--- src/rtl/ea_pkg.sv ---
package ea_pkg;
  typedef enum logic [1:0] {
    PC_SRC_INC  = 2'd0,
    PC_SRC_ADDR = 2'd1,
    PC_SRC_BUS  = 2'd2,
    PC_SRC_HOLD = 2'd3
  } pc_src_e;

  typedef enum logic {
    MAR_SRC_ADDR = 1'b0,
    MAR_SRC_VEC  = 1'b1
  } mar_src_e;

  typedef enum logic [1:0] {
    OFF_NONE  = 2'd0,
    OFF_SHORT = 2'd1,
    OFF_LONG  = 2'd2,
    OFF_RSVD  = 2'd3
  } off_sel_e;

  typedef enum logic {
    BASE_PC  = 1'b0,
    BASE_REG = 1'b1
  } base_sel_e;
endpackage

--- src/rtl/ea_sext.sv ---
module ea_sext #(
  parameter int IN_W  = 6,
  parameter int OUT_W = 16
) (
  input  logic [IN_W-1:0]  val_i,
  output logic [OUT_W-1:0] ext_o
);
  localparam int PAD_W = OUT_W - IN_W;
  assign ext_o = {{PAD_W{val_i[IN_W-1]}}, val_i};
endmodule

--- src/rtl/ea_addr_adder.sv ---
module ea_addr_adder
  import ea_pkg::*;
#(
  parameter int XLEN   = 16,
  parameter int SHORT_W = 6,
  parameter int LONG_W  = 9
) (
  input  logic            clk_i,
  input  logic            rst_ni,
  input  logic [XLEN-1:0] ir_i,
  input  logic [XLEN-1:0] pc_i,
  input  logic [XLEN-1:0] base_i,
  input  base_sel_e       base_sel_i,
  input  off_sel_e        off_sel_i,
  output logic [XLEN-1:0] sum_o
);
  localparam int N_OFF = 2;
  localparam int OFF_WS [N_OFF] = '{SHORT_W, LONG_W};

  logic [XLEN-1:0] off_ext [N_OFF];
  logic [XLEN-1:0] off_val;
  logic [XLEN-1:0] opnd_base;

  for (genvar g = 0; g < N_OFF; g++) begin : g_sext
    ea_sext #(.IN_W(OFF_WS[g]), .OUT_W(XLEN)) u_sext (
      .val_i(ir_i[OFF_WS[g]-1:0]),
      .ext_o(off_ext[g])
    );
  end

  always_comb begin
    unique case (off_sel_i)
      OFF_SHORT: off_val = off_ext[0];
      OFF_LONG:  off_val = off_ext[1];
      default:   off_val = '0;
    endcase
  end

  assign opnd_base = (base_sel_i == BASE_REG) ? base_i : pc_i;
  assign sum_o     = opnd_base + off_val; // wraps modulo 2^XLEN

  assert_zero_off_R6: assert property (@(posedge clk_i) disable iff (!rst_ni)
    (off_sel_i == OFF_NONE && base_sel_i == BASE_PC) |-> sum_o == pc_i);

  // positive short offset stays within its reach of the base
  assert_short_reach_R5: assert property (@(posedge clk_i) disable iff (!rst_ni)
    (off_sel_i == OFF_SHORT && base_sel_i == BASE_REG && !ir_i[SHORT_W-1])
      |-> (XLEN'(sum_o - base_i) < XLEN'(1 << (SHORT_W-1))));
endmodule

--- src/rtl/ea_pc_reg.sv ---
module ea_pc_reg #(
  parameter int          XLEN     = 16,
  parameter logic [15:0] RESET_PC = 16'h3000
) (
  input  logic            clk_i,
  input  logic            rst_ni,
  input  logic            ld_i,
  input  logic [XLEN-1:0] d_i,
  output logic [XLEN-1:0] q_o
);
  logic [XLEN-1:0] pc_q;

  always_ff @(posedge clk_i or negedge rst_ni) begin
    if (!rst_ni)   pc_q <= XLEN'(RESET_PC);
    else if (ld_i) pc_q <= d_i;
  end

  assign q_o = pc_q;

  assert_pc_load_R2: assert property (@(posedge clk_i) disable iff (!rst_ni)
    ld_i |=> pc_q == $past(d_i));

  assert_pc_hold_R2: assert property (@(posedge clk_i) disable iff (!rst_ni)
    !ld_i |=> $stable(pc_q));
endmodule

--- src/rtl/ea_pc_unit.sv ---
module ea_pc_unit
  import ea_pkg::*;
#(
  parameter int          XLEN     = 16,
  parameter int          VEC_W    = 8,
  parameter int          SHORT_W  = 6,
  parameter int          LONG_W   = 9,
  parameter logic [15:0] RESET_PC = 16'h3000
) (
  input  logic            clk_i,
  input  logic            rst_ni,
  input  logic [XLEN-1:0] ir_i,
  input  logic [XLEN-1:0] base_i,
  input  logic [XLEN-1:0] bus_i,
  input  logic            base_sel_i,
  input  logic [1:0]      off_sel_i,
  input  logic [1:0]      pc_sel_i,
  input  logic            mar_sel_i,
  input  logic            pc_ld_i,
  output logic [XLEN-1:0] pc_o,
  output logic [XLEN-1:0] mar_o,
  output logic [XLEN-1:0] next_pc_o
);
  localparam int VEC_PAD = XLEN - VEC_W;

  logic [XLEN-1:0] pc_q;
  logic [XLEN-1:0] addr_sum;
  logic [XLEN-1:0] vec_zext;

  ea_addr_adder #(.XLEN(XLEN), .SHORT_W(SHORT_W), .LONG_W(LONG_W)) u_adder (
    .clk_i     (clk_i),
    .rst_ni    (rst_ni),
    .ir_i      (ir_i),
    .pc_i      (pc_q),
    .base_i    (base_i),
    .base_sel_i(base_sel_e'(base_sel_i)),
    .off_sel_i (off_sel_e'(off_sel_i)),
    .sum_o     (addr_sum)
  );

  assign vec_zext = {{VEC_PAD{1'b0}}, ir_i[VEC_W-1:0]};

  always_comb begin
    unique case (pc_src_e'(pc_sel_i))
      PC_SRC_INC:  next_pc_o = pc_q + XLEN'(1);
      PC_SRC_ADDR: next_pc_o = addr_sum;
      PC_SRC_BUS:  next_pc_o = bus_i;
      default:     next_pc_o = pc_q;
    endcase
  end

  assign mar_o = (mar_src_e'(mar_sel_i) == MAR_SRC_VEC) ? vec_zext : addr_sum;

  ea_pc_reg #(.XLEN(XLEN), .RESET_PC(RESET_PC)) u_pc (
    .clk_i (clk_i),
    .rst_ni(rst_ni),
    .ld_i  (pc_ld_i),
    .d_i   (next_pc_o),
    .q_o   (pc_q)
  );

  assign pc_o = pc_q;

  assert_vec_upper_zero_R9: assert property (@(posedge clk_i) disable iff (!rst_ni)
    mar_sel_i |-> mar_o[XLEN-1:VEC_W] == '0);

  assert_hold_src_R8: assert property (@(posedge clk_i) disable iff (!rst_ni)
    (pc_sel_i == 2'd3) |=> $stable(pc_o));
endmodule

--- config.mk ---
export PLATFORM = sky130hd
export DESIGN_NAME = ea_pc_unit
export DESIGN_NICKNAME = d
export VERILOG_FILES = /design/src/rtl/ea_pkg.sv /design/src/rtl/ea_sext.sv /design/src/rtl/ea_addr_adder.sv /design/src/rtl/ea_pc_reg.sv /design/src/rtl/ea_pc_unit.sv
export SDC_FILE = /design/constraint.sdc
export NUM_CORES = 1
export LEC_CHECK = 0
export CAP_MARGIN = 20
export CORE_MARGIN = 1
export CORE_UTILIZATION = 40
export CTS_BUF_LIST = sky130_fd_sc_hd__clkbuf_4
export CTS_CLUSTER_SIZE = 10
export DETAILED_ROUTE_END_ITERATION = 8
export GPL_TIMING_DRIVEN = 0
export PLACE_DENSITY_LB_ADDON = 0.05
export SYNTH_ARGS = -nofsm -noshare
export SYNTH_HDL_FRONTEND = slang
export SYNTH_SLANG_ARGS = --single-unit
--- constraint.sdc ---
create_clock -name clk_i -period 5.58 [get_ports clk_i]
set_input_delay 1.116 -clock clk_i [delete_from_list [all_inputs] [get_ports clk_i]]
set_output_delay 1.116 -clock clk_i [all_outputs]
set_load 0.01 [all_outputs]
==> reports/metrics.cfg, run 1 <==
[run_status]
run_status=finished, final reports clean

[place]
routabilityCongestion=0.911
dp_hpwl_mm=8.16
placement.setup.worst_slack_ps=-709
portBuffers=95

[die]
die_h_um=87.4
design.die.area_sq_mm=0.00764
io-pin-count=105
initial_utilization_pct=42.2
chipWidth_um=87.4
rows=30
core_area_sq_mm=0.00691

[sta]
final.setup.worst_slack_ps=88.3
period_minus_slack_ps=5490
hold_fails_final_rpt=0
fin_worst_skew_ps=11.6
timing.setup.tns_ps=0
rsz0062_at_grt=true
report.final.setup_viol=0
maxClockFrequency_mhz=182
max_slew.worst_pin.slew_ps=795
period_share_pct=98.4
pins_over_their_slew_limit=0
slew-limit-headroom_pct=46.8

[logic_synthesis]
synthFlopType=sky130_fd_sc_hd__dfrtp_1
ys_types=73
netlist.area_leader.share_pct=12.0
ys_top_cells_by_area=sky130_fd_sc_hd__dfrtp_1, sky130_fd_sc_hd__ha_1, sky130_fd_sc_hd__nand2_1, sky130_fd_sc_hd__mux2_2, sky130_fd_sc_hd__o21ai_0
most_frequent_cell_after_synthesis=sky130_fd_sc_hd__nand2_1
yosys_register_bits=16
synth.yosys.seq_area_share_pct=13.8
synth_mux_area_share_pct=10.5
synthesis.area_sq_mm=0.00292
async_flop_share_pct=100
yosysWarningCount=0
synth.cells.most_frequent=sky130_fd_sc_hd__nand2_1, sky130_fd_sc_hd__nor2_1, sky130_fd_sc_hd__o21ai_0, sky130_fd_sc_hd__a21oi_1, sky130_fd_sc_hd__ha_1
synth-compound-area-share_pct=27.4
synth-edff-count=0
syn-instance-count=406
synth_area_leader_cell=sky130_fd_sc_hd__dfrtp_1
syn_area_per_cell_sq_um=7.19
synth_adder_area_share_pct=8.40
synth_top_family_by_area=compound AO/OA/AOI/OAI gates
synthSimpleGateAreaFrac_pct=26.6
synthXorXnorAreaFrac_pct=6.86
synth.net_count=482

[run]
max_cap_violations=0

[routing]
routed_wirelength_mm=10.6
post_drt_wl_per_cell_um=17.3
routed_length_on_met1_mm=4.70
route.antenna.remaining_nets=0
post_drt_via_cell_ratio=5.84
first_pass_iters=5
wl_met3_um=776
vias=3557
highest-signal-layer=met4
detailroute.wirelength.met2_mm=4.87
detail_route.drc_violations=0
drt_first_iter_violations=262

[clock_network]
clock_path_buffers=2
clock_sinks=16
cts.htree.levels=1
clock_latency_ps=310
cts.clk_slew.worst_paths_ps=100
hold_buffers=0
tritoncts=built
ctsRootBufferMaster=sky130_fd_sc_hd__clkbuf_4
cts_buffers=3

[power]
static-leakage-power_nw=1.65
power-per-cell-area_mw_per_mm2=246
ir_worst_vdd_mv=0.0867
tot_pwr_mw=1.03

[layout]
antennaDiodeCount=0
final_net_count=590
largest_reg_flops=16
fill_cells=694
area_growth_pct=43.5
postLayoutCoreUtil_pct=60.6
fraction_of_final_layout_cells_with_drive_strength_greater_than_1_pct=14.4

[global_route]
grt_overflow=0
grt_antenna_before_repair=0
via_count_of_the_first_global_routing_pass=3268
grt_util_all_layers_pct=27.5
global_route_wire_length_before_repair_mm=16.2
grt_max_degree=17

[setup_path]
worst_ep_arrival_time_ps=4380
critical_path.startpoint_type=primary input
crit_fanout=6
crit_path_end_kind=output pin
critPathKind=primary input to output pin
crit_required_ps=4460

[min_path]
worst_hold_path_type=register to register

==> where the power goes <==
part	switching (mW)	leakage [nW]	internal [mW]	total, mW
clock	0.0450	0.0154	0.0261	0.0711
sequential	0.0508	0.184	0.149	0.200
combinational	0.387	1.45	0.374	0.761
==> worst max-delay path: stages <==
cell and delay (ps):
sky130_fd_sc_hd__clkdlybuf4s50_1 480, sky130_fd_sc_hd__inv_1 70, sky130_fd_sc_hd__ha_4 300, sky130_fd_sc_hd__nor2_4 50
sky130_fd_sc_hd__and2_1 150, sky130_fd_sc_hd__ha_2 190, sky130_fd_sc_hd__fa_2 430, sky130_fd_sc_hd__a21oi_4 190
sky130_fd_sc_hd__o21ai_2 90, sky130_fd_sc_hd__a41oi_4 300, sky130_fd_sc_hd__xor2_2 230, sky130_fd_sc_hd__inv_1 60
sky130_fd_sc_hd__mux4_2 470, sky130_fd_sc_hd__clkdlybuf4s15_1 250
==> final timing paths <==
kind | start | end | slack, ps | cells after the start
worst max-delay path | off_sel_i[0] | next_pc_o[10] | 90 | 14
worst min-delay path | u_pc.q_o[13] | u_pc.q_o[13] | 640 | 2
worst max register to register | u_pc.q_o[0] | u_pc.q_o[8] | 2620 | 10
worst min register to register | u_pc.q_o[13] | u_pc.q_o[13] | 640 | 2
max in group asynchronous | rst_ni | u_pc.q_o[8] | 3820 | 1
min in group asynchronous | rst_ni | u_pc.q_o[5] | 1260 | 1
==> logic make-up (layout without fill, tap and decap cells) <==
logic type / after synthesis / in the layout
mux: 26 / 26
xor+xnor: 22 / 22
fa+ha+maj: 19 / 19
buf+inv: 43 / 150
simple gates: 158 / 158
flops: 16 / 16
compound gates: 122 / 122
==> metal layers <==
layer | track usage, % | vias to the layer above
li1 | - | 1693
met1 | 38.4 | 1667
met2 | 44.6 | 178
met3 | 1.33 | 19
met4 | 10.4 | 0
met5 | 0 | -
==> final cells by class <==
cell class	instances	area [sq um]	share of cell area (%)
Buffer	28	140	3.35
Clock buffer	3	22.5	0.538
Clock inverter	1	3.75	0.0896
Inverter	15	56.3	1.34
Multi-Input combinational cell	347	2420	57.9
Sequential cell	16	403	9.62
Tap cell	96	120	2.87
Timing Repair Buffer	103	1020	24.3
==> what timing repair did <==
action	4_1_cts	5_1_grt
gates cloned	0	1
pin swaps	6	5
resized for setup	26	15
buffers inserted	4	3
endpoints found under the setup margin	22	12
==> metrics by stage <==
stage                     hold slack (ps)  instance area, sq um  instances
after floorplan                       608                  2920        406
after global placement                614                  3990        597
after detailed placement              623                  3990        597
after CTS                             639                  4100        605
after global routing                  699                  4190        609
final                                 638                  4190        609
==> placed cells by master, fill, tap and decap left out, drive strengths merged, types with 2 or more instances in the layout <==
cell type	instances
a22oi	2
o21a	4
nand3	13
dlygate4sd2	8
buf	19
nor4	4
dlymetal6s2s	3
nor3	12
o311a	2
clkdlybuf4s50	83
mux4	2
nand4	5
a21oi	29
o31a	2
o221ai	5
o32a	2
xnor2	14
or3	6
a31oi	6
ha	18
dfstp	2
and3	3
mux2i	7
nor2	39
mux2	17
or2	2
o21bai	2
a41oi	3
a221oi	2
o22ai	3
nor2b	7
and2	10
dfrtp	14
o21ai	42
nand2	53
a211oi	4
inv	15
clkbuf	20
xor2	8
Power figures use the tool's default switching activity.
==> inputs of run 2 (changes only) <==
--- a/config.mk
+++ b/config.mk
@@ -7,7 +7,7 @@
 export LEC_CHECK = 0
 export CAP_MARGIN = 20
 export CORE_MARGIN = 1
-export CORE_UTILIZATION = 40
+export CORE_UTILIZATION = 47
 export CTS_BUF_LIST = sky130_fd_sc_hd__clkbuf_4
 export CTS_CLUSTER_SIZE = 10
 export DETAILED_ROUTE_END_ITERATION = 8
==> reports/metrics.cfg, run 2 (same netlist as run 1, synthesis figures left out) <==
[power]
ir_worst_vdd_mv=0.185
p_sw_uw=494
share_of_power_burned_in_the_clock_network_pct=7.0
static-leakage-power_nw=1.69
combinationalPowerShare_pct=74.2
power-per-cell-area_mw_per_mm2=252
tot_pwr_mw=1.05
cellInternalPower_uw=558
power_frac_seq_pct=18.8
power.share.switching_pct=47.0

[die]
die_h_um=80.8
core_area_sq_mm=0.00596
initial_utilization_pct=49.0
design.die.area_sq_mm=0.00653
chipWidth_um=80.8
rows=28
io-pin-count=105

[setup_path]
cp_slowest_cell=sky130_fd_sc_hd__clkdlybuf4s50_1
crit_top_cell=sky130_fd_sc_hd__buf_4
worst_ep_arrival_time_ps=4380
critPathKind=primary input to output pin
crit_path_end_kind=output pin
cpPeakStageDelay_ps=550
crit_required_ps=4460
critical_path.startpoint_type=primary input
crit_fanout=10
timing.critical_path.cells=clkdlybuf4s50_1 > buf_6 > mux2_2 > ha_1 > fa_2 > a21oi_4 > o21ai_2 > a41oi_2 > buf_4 > buf_4 > o31ai_4 > xnor2_2 > o21ai_1 > dlygate4sd2_1
setup.reg_to_reg.worst_slack_ps=2550

[clock_network]
cts.htree.levels=1
clock_sinks=16
clock_path_buffers=2
clock_latency_ps=310
cts_buffers=3
cts.clk_slew.worst_paths_ps=110
ctsRootBufferMaster=sky130_fd_sc_hd__clkbuf_4
tritoncts=built

[sta]
rsz0062_at_grt=true
pins_over_their_slew_limit=0
period_share_pct=98.5
slew-limit-headroom_pct=44.6
period_minus_slack_ps=5500
maxClockFrequency_mhz=182
timing.setup.tns_ps=0
hold_fails_final_rpt=0
fin_worst_skew_ps=2.05
report.final.setup_viol=0
max_slew.worst_pin.slew_ps=829

[place]
portBuffers=95
dp_hpwl_mm=8.09
routabilityCongestion=0.945

[routing]
first_pass_iters=8
post_drt_via_cell_ratio=6.16
routed_wirelength_mm=10.7
drt_first_iter_violations=363
post_drt_wl_per_cell_um=18.0
vias=3638
route.antenna.remaining_nets=0
detail_route.drc_violations=0

[layout]
area_growth_pct=43.3
fraction_of_final_layout_cells_with_drive_strength_greater_than_1_pct=15.3
largest_reg_flops=16
mostFrequentLayoutCells=sky130_fd_sc_hd__clkdlybuf4s50_1, sky130_fd_sc_hd__nand2_1, sky130_fd_sc_hd__nor2_1
final_net_count=593
antennaDiodeCount=0
commonest_non_fill_non_tap_cell_in_the_layout=sky130_fd_sc_hd__clkdlybuf4s50_1

[run_status]
run_status=finished, final reports clean

[global_route]
grt_antenna_before_repair=0
grt_overflow=0
global_route_wire_length_before_repair_mm=16.1
grt_util_all_layers_pct=32.3
via_count_of_the_first_global_routing_pass=3201
grt_max_degree=17

[min_path]
worst_hold_path_type=register to register

[run]
max_cap_violations=0

run 2: cell types whose count changed in the layout (fill, tap and decap cells not counted), moves of 2 or more:
cell	before	now
sky130_fd_sc_hd__clkbuf_2	2	4
sky130_fd_sc_hd__dlymetal6s2s_1	3	5
sky130_fd_sc_hd__o21ai_0	36	34
sky130_fd_sc_hd__buf_4	7	12
sky130_fd_sc_hd__dlygate4sd2_1	8	6
run 2: layout make-up:
cell class,count,area (sq um)
inverter,15,56.3
fill,539,1780
multi-input combinational,347,2430
clock buffer,3,22.5
buffer,28,140
clock inverter,1,3.75
timing repair buffer,106,1030
sequential,16,403
tap,75,93.8
run 2: power by group through the flow:
stage / combinational (mW) / clock [mW] / sequential [mW]
finish: 0.781 / 0.0734 / 0.198
global placement: 0.708 / 0 / 0.198
CTS: 0.751 / 0.0727 / 0.197
floorplan: 0.405 / 0 / 0.202
detailed placement: 0.722 / 0 / 0.199
global route: 0.840 / 0.0775 / 0.202
run 2: timing repair:
action,in CTS,in global routing
buffers inserted,7,4
hold buffers,0,0
resized for setup,26,23
pin swaps,5,3
endpoints found under the setup margin,22,14
run 2: critical path, delay by kind of cell:
kind / cells / cell delay (ps)
AO/OA/AOI/OAI: 5 / 700
XOR/XNOR: 1 / 310
adder cells (fa/ha/maj): 2 / 610
buffers and inverters: 5 / 1280
multiplexers: 1 / 350
run 2: worst paths after layout:
check,depth (start not counted),to,from
max,14,next_pc_o[14],base_sel_i
min,2,u_pc.q_o[15],u_pc.q_o[15]
max reg2reg,12,u_pc.q_o[14],u_pc.q_o[0]
min reg2reg,2,u_pc.q_o[15],u_pc.q_o[15]
max in group asynchronous,1,u_pc.q_o[7],rst_ni
min in group asynchronous,1,u_pc.q_o[1],rst_ni
run 2: metal layers:
metal	wire, um	track usage (%)
met1	4470	43.4
met3	876	3.15
met5	0	0
met4	127	8.21
met2	5180	55.3
run 2: metrics by stage:
step                      utilization (%)  worst slack (ps)  area [sq um]  hold WS (ps)  instances
after floorplan                         -               760          2920           608        406
after global placement               66.5              -635          3960           619        576
after detailed placement             66.5              -694          3960           623        576
after CTS                            68.8              7.17          4100           639        587
after global routing                 70.2             -8.54          4180           699        591
final                                70.2              81.9          4180           645        591
